==> config.mk <==
export PLATFORM = sky130hd
export DESIGN_NAME = tick_cmp_timer
export DESIGN_NICKNAME = d
export VERILOG_FILES = /design/src/rtl/tmr_pkg.sv /design/src/rtl/tmr_count.sv /design/src/rtl/tmr_event.sv /design/src/rtl/tmr_route.sv /design/src/rtl/tick_cmp_timer.sv
export SDC_FILE = /design/constraint.sdc
export NUM_CORES = 1
export LEC_CHECK = 0
export ABC_CLOCK_PERIOD_IN_PS = 4470
export CAP_MARGIN = 20
export CORE_MARGIN = 2
export CORE_UTILIZATION = 60
export CTS_BUF_LIST = sky130_fd_sc_hd__clkbuf_2
export CTS_CLUSTER_SIZE = 14
export DETAILED_ROUTE_END_ITERATION = 7
export DONT_BUFFER_PORTS = 1
export GPL_TIMING_DRIVEN = 0
export HOLD_SLACK_MARGIN = 0.08
export PLACE_DENSITY = 0.78
export REMOVE_ABC_BUFFERS = 1
export SYNTH_ARGS = -nofsm -noshare
export SYNTH_HDL_FRONTEND = slang
export SYNTH_SLANG_ARGS = --single-unit
==> constraint.sdc <==
create_clock -name clk -period 4.47 [get_ports clk]
set_input_delay 0 -clock clk [delete_from_list [all_inputs] [get_ports clk]]
set_output_delay 0 -clock clk [all_outputs]
set_load 0.05 [all_outputs]
==> src/rtl/tmr_pkg.sv <==
package tmr_pkg;
  localparam int unsigned REV_W = 3;
  localparam logic [REV_W-1:0] REV_WITH_PEND = 3'd1;
endpackage

==> src/rtl/tmr_count.sv <==
module tmr_count #(
  parameter int unsigned W = 32,
  parameter logic [W-1:0] RST_VAL = 1
) (
  input  logic         clk,
  input  logic         rst_n,
  input  logic         adv,
  input  logic         we,
  input  logic [W-1:0] wdata,
  output logic [W-1:0] cnt_q,
  output logic [W-1:0] cnt_inc
);
  assign cnt_inc = cnt_q + W'(1);

  always_ff @(posedge clk) begin
    if (!rst_n)   cnt_q <= RST_VAL;
    else if (we)  cnt_q <= wdata;
    else if (adv) cnt_q <= cnt_inc;
  end
endmodule

==> src/rtl/tmr_event.sv <==
module tmr_event
  import tmr_pkg::*;
#(
  parameter int unsigned W = 32
) (
  input  logic             clk,
  input  logic             rst_n,
  input  logic             adv,
  input  logic             cnt_we,
  input  logic             cmp_we,
  input  logic [W-1:0]     cmp_wdata,
  input  logic [W-1:0]     cnt_inc,
  input  logic [REV_W-1:0] rev,
  output logic [W-1:0]     cmp_q,
  output logic             irq_act,
  output logic             pend_q
);
  logic hit;
  logic pend_upd;

  // a hit needs a real tick and no register write in the same cycle
  assign hit      = adv && !cnt_we && !cmp_we && (cnt_inc == cmp_q);
  assign pend_upd = (rev == REV_WITH_PEND);

  always_ff @(posedge clk) begin
    if (!rst_n) begin
      cmp_q   <= '0;
      irq_act <= 1'b0;
      pend_q  <= 1'b0;
    end else begin
      if (cmp_we) begin
        cmp_q   <= cmp_wdata;
        irq_act <= 1'b0;
        if (pend_upd) pend_q <= 1'b0;
      end else if (hit) begin
        irq_act <= 1'b1;
        if (pend_upd) pend_q <= 1'b1;
      end
    end
  end
endmodule

==> src/rtl/tmr_route.sv <==
module tmr_route #(
  parameter int unsigned N = 8,
  localparam int unsigned SW = $clog2(N)
) (
  input  logic          act,
  input  logic [SW-1:0] sel,
  output logic [N-1:0]  lines
);
  for (genvar i = 0; i < N; i++) begin : g_line
    assign lines[i] = act && (sel == SW'(i));
  end
endmodule

==> src/rtl/tick_cmp_timer.sv <==
module tick_cmp_timer
  import tmr_pkg::*;
#(
  parameter int unsigned W = 32,
  parameter int unsigned N = 8,
  localparam int unsigned SW = $clog2(N)
) (
  input  logic             clk,
  input  logic             rst_n,
  input  logic             tick_en,
  input  logic             freeze,
  input  logic [REV_W-1:0] rev,
  input  logic [SW-1:0]    irq_sel,
  input  logic             cnt_we,
  input  logic [W-1:0]     cnt_wdata,
  input  logic             cmp_we,
  input  logic [W-1:0]     cmp_wdata,
  output logic [W-1:0]     cnt_rd,
  output logic [W-1:0]     cmp_rd,
  output logic [N-1:0]     irq_lines,
  output logic             tmr_pend
);
  logic         adv;
  logic [W-1:0] cnt_inc;
  logic         irq_act;

  assign adv = tick_en && !freeze;

  tmr_count #(.W(W), .RST_VAL(W'(1))) u_count (
    .clk(clk), .rst_n(rst_n), .adv(adv), .we(cnt_we), .wdata(cnt_wdata),
    .cnt_q(cnt_rd), .cnt_inc(cnt_inc)
  );

  tmr_event #(.W(W)) u_event (
    .clk(clk), .rst_n(rst_n), .adv(adv), .cnt_we(cnt_we), .cmp_we(cmp_we),
    .cmp_wdata(cmp_wdata), .cnt_inc(cnt_inc), .rev(rev),
    .cmp_q(cmp_rd), .irq_act(irq_act), .pend_q(tmr_pend)
  );

  tmr_route #(.N(N)) u_route (
    .act(irq_act), .sel(irq_sel), .lines(irq_lines)
  );
endmodule

==> results of run 1 <==
stage by stage:
step           cell area [µm²]  cells  setup WS (ps)  hold slack (ps)
2_1_floorplan             4210    491           1970             61.9
3_3_place_gp              4340    590           1560             74.8
3_5_place_dp              4350    592           1540             89.5
logic make-up after synthesis:
group	share of synthesized area (%)
XOR/XNOR	13.2
multiplexers	7.55
AO/OA/AOI/OAI	10.8
adder cells (fa/ha/maj)	0.286
AND/OR/NAND/NOR	33.9
flip-flops	30.2
buffers and inverters	4.01
==> metrics, run 1 <==
status=did not finish; Initial Util=roughly 60%; # port buffers=0; mapped cell area=between 4000 and 5000 µm²; root buffer cell=clkbuf_2; die width=roughly 89 µm; top cell type's share of synthesized area=between 30 and 40%; cts hold-fix bufs=125; cell count after synthesis=530; ys flop type=dfxtp_1; Post-CTS Setup Inserts=0; Synth Register Bits=66; asr flop ratio synth=0%; Post-synth top cells=dfxtp_1, nand2_1, nor2b_1, xor2_1, mux2i_1; EDFF count, synth=0; H-tree Lvls=3; Synth area leaders=dfxtp_1, mux2i_1, xor2_1, xnor2_1, nor2b_1; clk sink count=66; CTS Buf Count=9; die height=89.4 µm; most common cell in the netlist=dfxtp_1; synth unique cells=between 50 and 60; Detail Placement HPWL=about 8.0 mm; GP Congestion=about 0.85; synthesized area per cell=a little over 8 µm²; cts repair resizes=0; row count=31; dominant cell type by area after synthesis=dfxtp_1; synth warn=0; register area share after synthesis=a little under a third; IO Pins=149; first error=[ERROR RSZ-0060] Max buffer count reached.; maximum buffer depth of the clock tree=2; Failed at=4_1_cts
==> inputs of run 2 (changes only) <==
--- a/config.mk
+++ b/config.mk
@@ -8,14 +8,11 @@
 export ABC_CLOCK_PERIOD_IN_PS = 4470
 export CAP_MARGIN = 20
 export CORE_MARGIN = 2
-export CORE_UTILIZATION = 60
-export CTS_BUF_LIST = sky130_fd_sc_hd__clkbuf_2
-export CTS_CLUSTER_SIZE = 14
+export CORE_UTILIZATION = 40
 export DETAILED_ROUTE_END_ITERATION = 7
 export DONT_BUFFER_PORTS = 1
 export GPL_TIMING_DRIVEN = 0
-export HOLD_SLACK_MARGIN = 0.08
-export PLACE_DENSITY = 0.78
+export PLACE_DENSITY_LB_ADDON = 0.15
 export REMOVE_ABC_BUFFERS = 1
 export SYNTH_ARGS = -nofsm -noshare
 export SYNTH_HDL_FRONTEND = slang
==> run 2 against run 1 <==
Effect of this change: the run now ends clean; area after synthesis stayed put; synthesized cell count stayed put.
==> metrics, run 2 <==
Worst Hold Depth=2; CTS tree=done; cell chain of the critical path=ha_1 -> nand4_1 -> nor2_1 -> a41oi_1 -> nor4_1 -> and4b_1 -> nand4_1 -> nand2_1 -> dlygate4sd3_1; Synth area leaders=dfxtp_1, mux2i_1, xor2_1, xnor2_1, nor2b_1; cts repair resizes=0 (unchanged); Multi-input gate area=around 2900 µm²; Post-Place Cells=634 (+7.1%); sw frac=34.2%; Initial Util=40.7% (-21 points); HP Start=rst_n; R2R Setup Slk=roughly 750 ps; asr flop ratio synth=0% (unchanged); slew at the pin closest to its max-slew limit=886 ps; leading cell type in the layout, fill and taps excluded=dlygate4sd3_1; Routed Antenna Nets=0; EDFF count, synth=0 (unchanged); post-route cell area=around 5600 µm²; status=finished clean; antenna violations before repair=0; clk_lat worst skew=approximately 350 ps; slowest stage cell, crit path=dfxtp_1; Final Hold Fails=0; area share of fa/ha/maj cells after synthesis=0.286% (unchanged); fmax=about 270 MHz; Synth Register Bits=66 (unchanged); maximum buffer depth of the clock tree=2 (unchanged); largest net degree at the start of global routing=~70; Hold WS=between 15 and 20 ps; DR vias=4120; total grt overflow=0; Slew headroom=approximately two fifths; most frequent cells in the layout=dlygate4sd3_1, dfxtp_1, nand2_1; die width=109 µm (+21%); post-route clock period utilization=about 83%; mapped cell area=4370 µm² (unchanged); share of layout cells above drive strength 1=under 10%; CTS Buf Count=9 (unchanged); synth unique cells=57 (unchanged); register area share after synthesis=30.2% (unchanged); Simple-Gate Fraction of Synth Area=33.9% (unchanged); starting DRC count in detailed routing=166; die height=109 µm (+21%); cell count after synthesis=530 (unchanged); GP Congestion=0.816 (-3.9%); synthesis-to-finish area growth=28.6%; routing usage on met3=6.63%; Leakage=about 2.1 nW; power per cell area=around 270 nW/µm²; IO Pins=149 (unchanged); Detail Placement HPWL=8.64 mm (+8.2%); post-synthesis mux area share=7.55% (unchanged); Final WS setup=~750 ps; drt pass-1 iters=4; vias in the first global route=roughly 4.1k; Post-Route Setup TNS=0 ps; RSZ-0062 raised after global routing=false; clock share of power=about 29%; # port buffers=0 (unchanged); Nets=about 700; placed instance area=4410 µm² (+1.4%); VDD IR max=roughly 120 µV; DRC errors left=0; die area=11800 µm²; FF/Latch Area=around 1300 µm²; hold endpoint=u_count.cnt_q[28]$_SDFFE_PN0P_; Antenna Cells=0; biggest regs=u_count.cnt_q (32), u_event.cmp_q (32); XOR/XNOR share of the synthesized area=13.2% (unchanged); most common cell in the netlist=dfxtp_1; pre-CTS setup slack=1340 ps (-198 ps); Most Used Layer, Global Route=met2; R2R depth=9; Tmin final=3720 ps; Post-synth top cells=dfxtp_1, nand2_1, nor2b_1, xor2_1, mux2i_1; reg-to-reg startpoint=u_count.cnt_q[0]$_SDFFE_PN1P_; WS Path Type=reg2reg; ys flop type=dfxtp_1; main combinational cell family by area after synthesis=simple AND/OR/NAND/NOR gates; Reg power frac=a little over half; vias per cell=roughly 5.5; dominant cell type by area after synthesis=dfxtp_1; Finished Layout Cells=around 750; row count=38 (+23%); CP required=approximately 4800 ps; drt wl/cell=around 17 µm; Worst Clk Skew=approximately 6.7 ps; global-route wire length before repair=approximately 20 mm; met2 Resource Use GR=a little under two fifths; CP Launch Type=flop; NetSw=approximately 520 µW; Worst-path clk slew=70 ps; critical path fanouts, max=8; Top cell by count, worst path=nand4_1; count of pins over their slew limit=0; Core Area=between 10000 and 15000 µm²; min-delay worst type=in2reg; H-tree Lvls=3 (unchanged); Internal=about 1000 µW; combinational share of power=a little under a fifth; Synth Area in Compound Gates=10.8% (unchanged); Worst Path Arrival=4010 ps; root buffer cell=clkbuf_8; top cell type's share of synthesized area=30.2% (unchanged); grt met1 use=a little over a quarter; clk sink count=66 (unchanged); Critical R2R Capture=u_event.pend_q$_SDFFE_PN0P_; synth warn=0 (unchanged); Max Cap Violations=0; drt total wl=approximately 13 mm; final setup fails=0; Global Route Usage Sum=~22%; Worst setup EP type=flop; synthesized area per cell=8.25 µm² (unchanged); CP max stage delay=around 850 ps; Layout fillers=1024
[run 2: cell counts after synthesis]
Identical to the previous run, type by type.
[run 2: final cells by class]
| cell class | count | area share (%) |
|---|---|---|
| clock buffers | 14 | 2.72 |
| inverters | 4 | 0.267 |
| multi-input cells | 421 | 51.2 |
| flip-flops and latches | 66 | 23.5 |
| well taps | 140 | 3.12 |
| repair buffers | 106 | 19.2 |
[run 2: how the worst max path moves through the flow]
stage,startpoint,end,slack [ps],cells past startpoint
2_1_floorplan,u_count.cnt_q[0]$_SDFFE_PN1P_,u_event.irq_act$_SDFFE_PP0P_,1970,8
3_3_place_gp,u_count.cnt_q[0]$_SDFFE_PN1P_,u_event.irq_act$_SDFFE_PP0P_,1360,8
3_5_place_dp,u_count.cnt_q[0]$_SDFFE_PN1P_,u_event.irq_act$_SDFFE_PP0P_,1340,8
4_1_cts,u_count.cnt_q[0]$_SDFFE_PN1P_,u_event.pend_q$_SDFFE_PN0P_,780,9
5_1_grt,u_count.cnt_q[0]$_SDFFE_PN1P_,u_event.pend_q$_SDFFE_PN0P_,440,9
6_report,u_count.cnt_q[0]$_SDFFE_PN1P_,u_event.pend_q$_SDFFE_PN0P_,750,9
[run 2: worst max-delay path, delay by kind of cell, from the launching register on]
| family | cells | cell delay (ps) |
|---|---|---|
| AOI/OAI and AO/OA | 1 | 310 |
| adders and majority gates | 1 | 370 |
| buffers and inverters | 1 | 530 |
| DFF | 1 | 850 |
| and+or+nand+nor | 6 | 1590 |
[run 2: power by group through the flow]
stage	registers [mW]	logic, mW	clock network (mW)
finish	0.804	0.276	0.435
global placement	0.817	0.167	0
global route	0.812	0.302	0.475
detailed placement	0.818	0.171	0
floorplan	0.798	0.143	0
CTS	0.804	0.273	0.454
[run 2: routing by layer]
metal | vias to the layer above | wire length (µm)
met2 | 136 | 6250
li1 | 2020 | -
met4 | 0 | 301
met5 | - | 0
met3 | 22 | 884
met1 | 1942 | 5660
[run 2: kinds of logic after synthesis]
kind of cell,after synthesis
AND/OR/NAND/NOR,252
AO/OA/AOI/OAI,69
XOR/XNOR,66
flip-flops,66
buffers and inverters,43
multiplexers,33
adder cells (fa/ha/maj),1
[run 2: what timing repair did]
item	CTS	global route
hold buffers	103	0
setup buffers	0	0
hold endpoints to repair	66	0
[run 2: through the flow]
stage	power (mW)	util [%]
after floorplan	0.941	-
after global placement	0.983	40.8
after detailed placement	0.989	41.0
after CTS	1.53	52.3
after global routing	1.59	52.3
final	1.51	52.3
No activity file was read; power rests on OpenSTA's default activity.
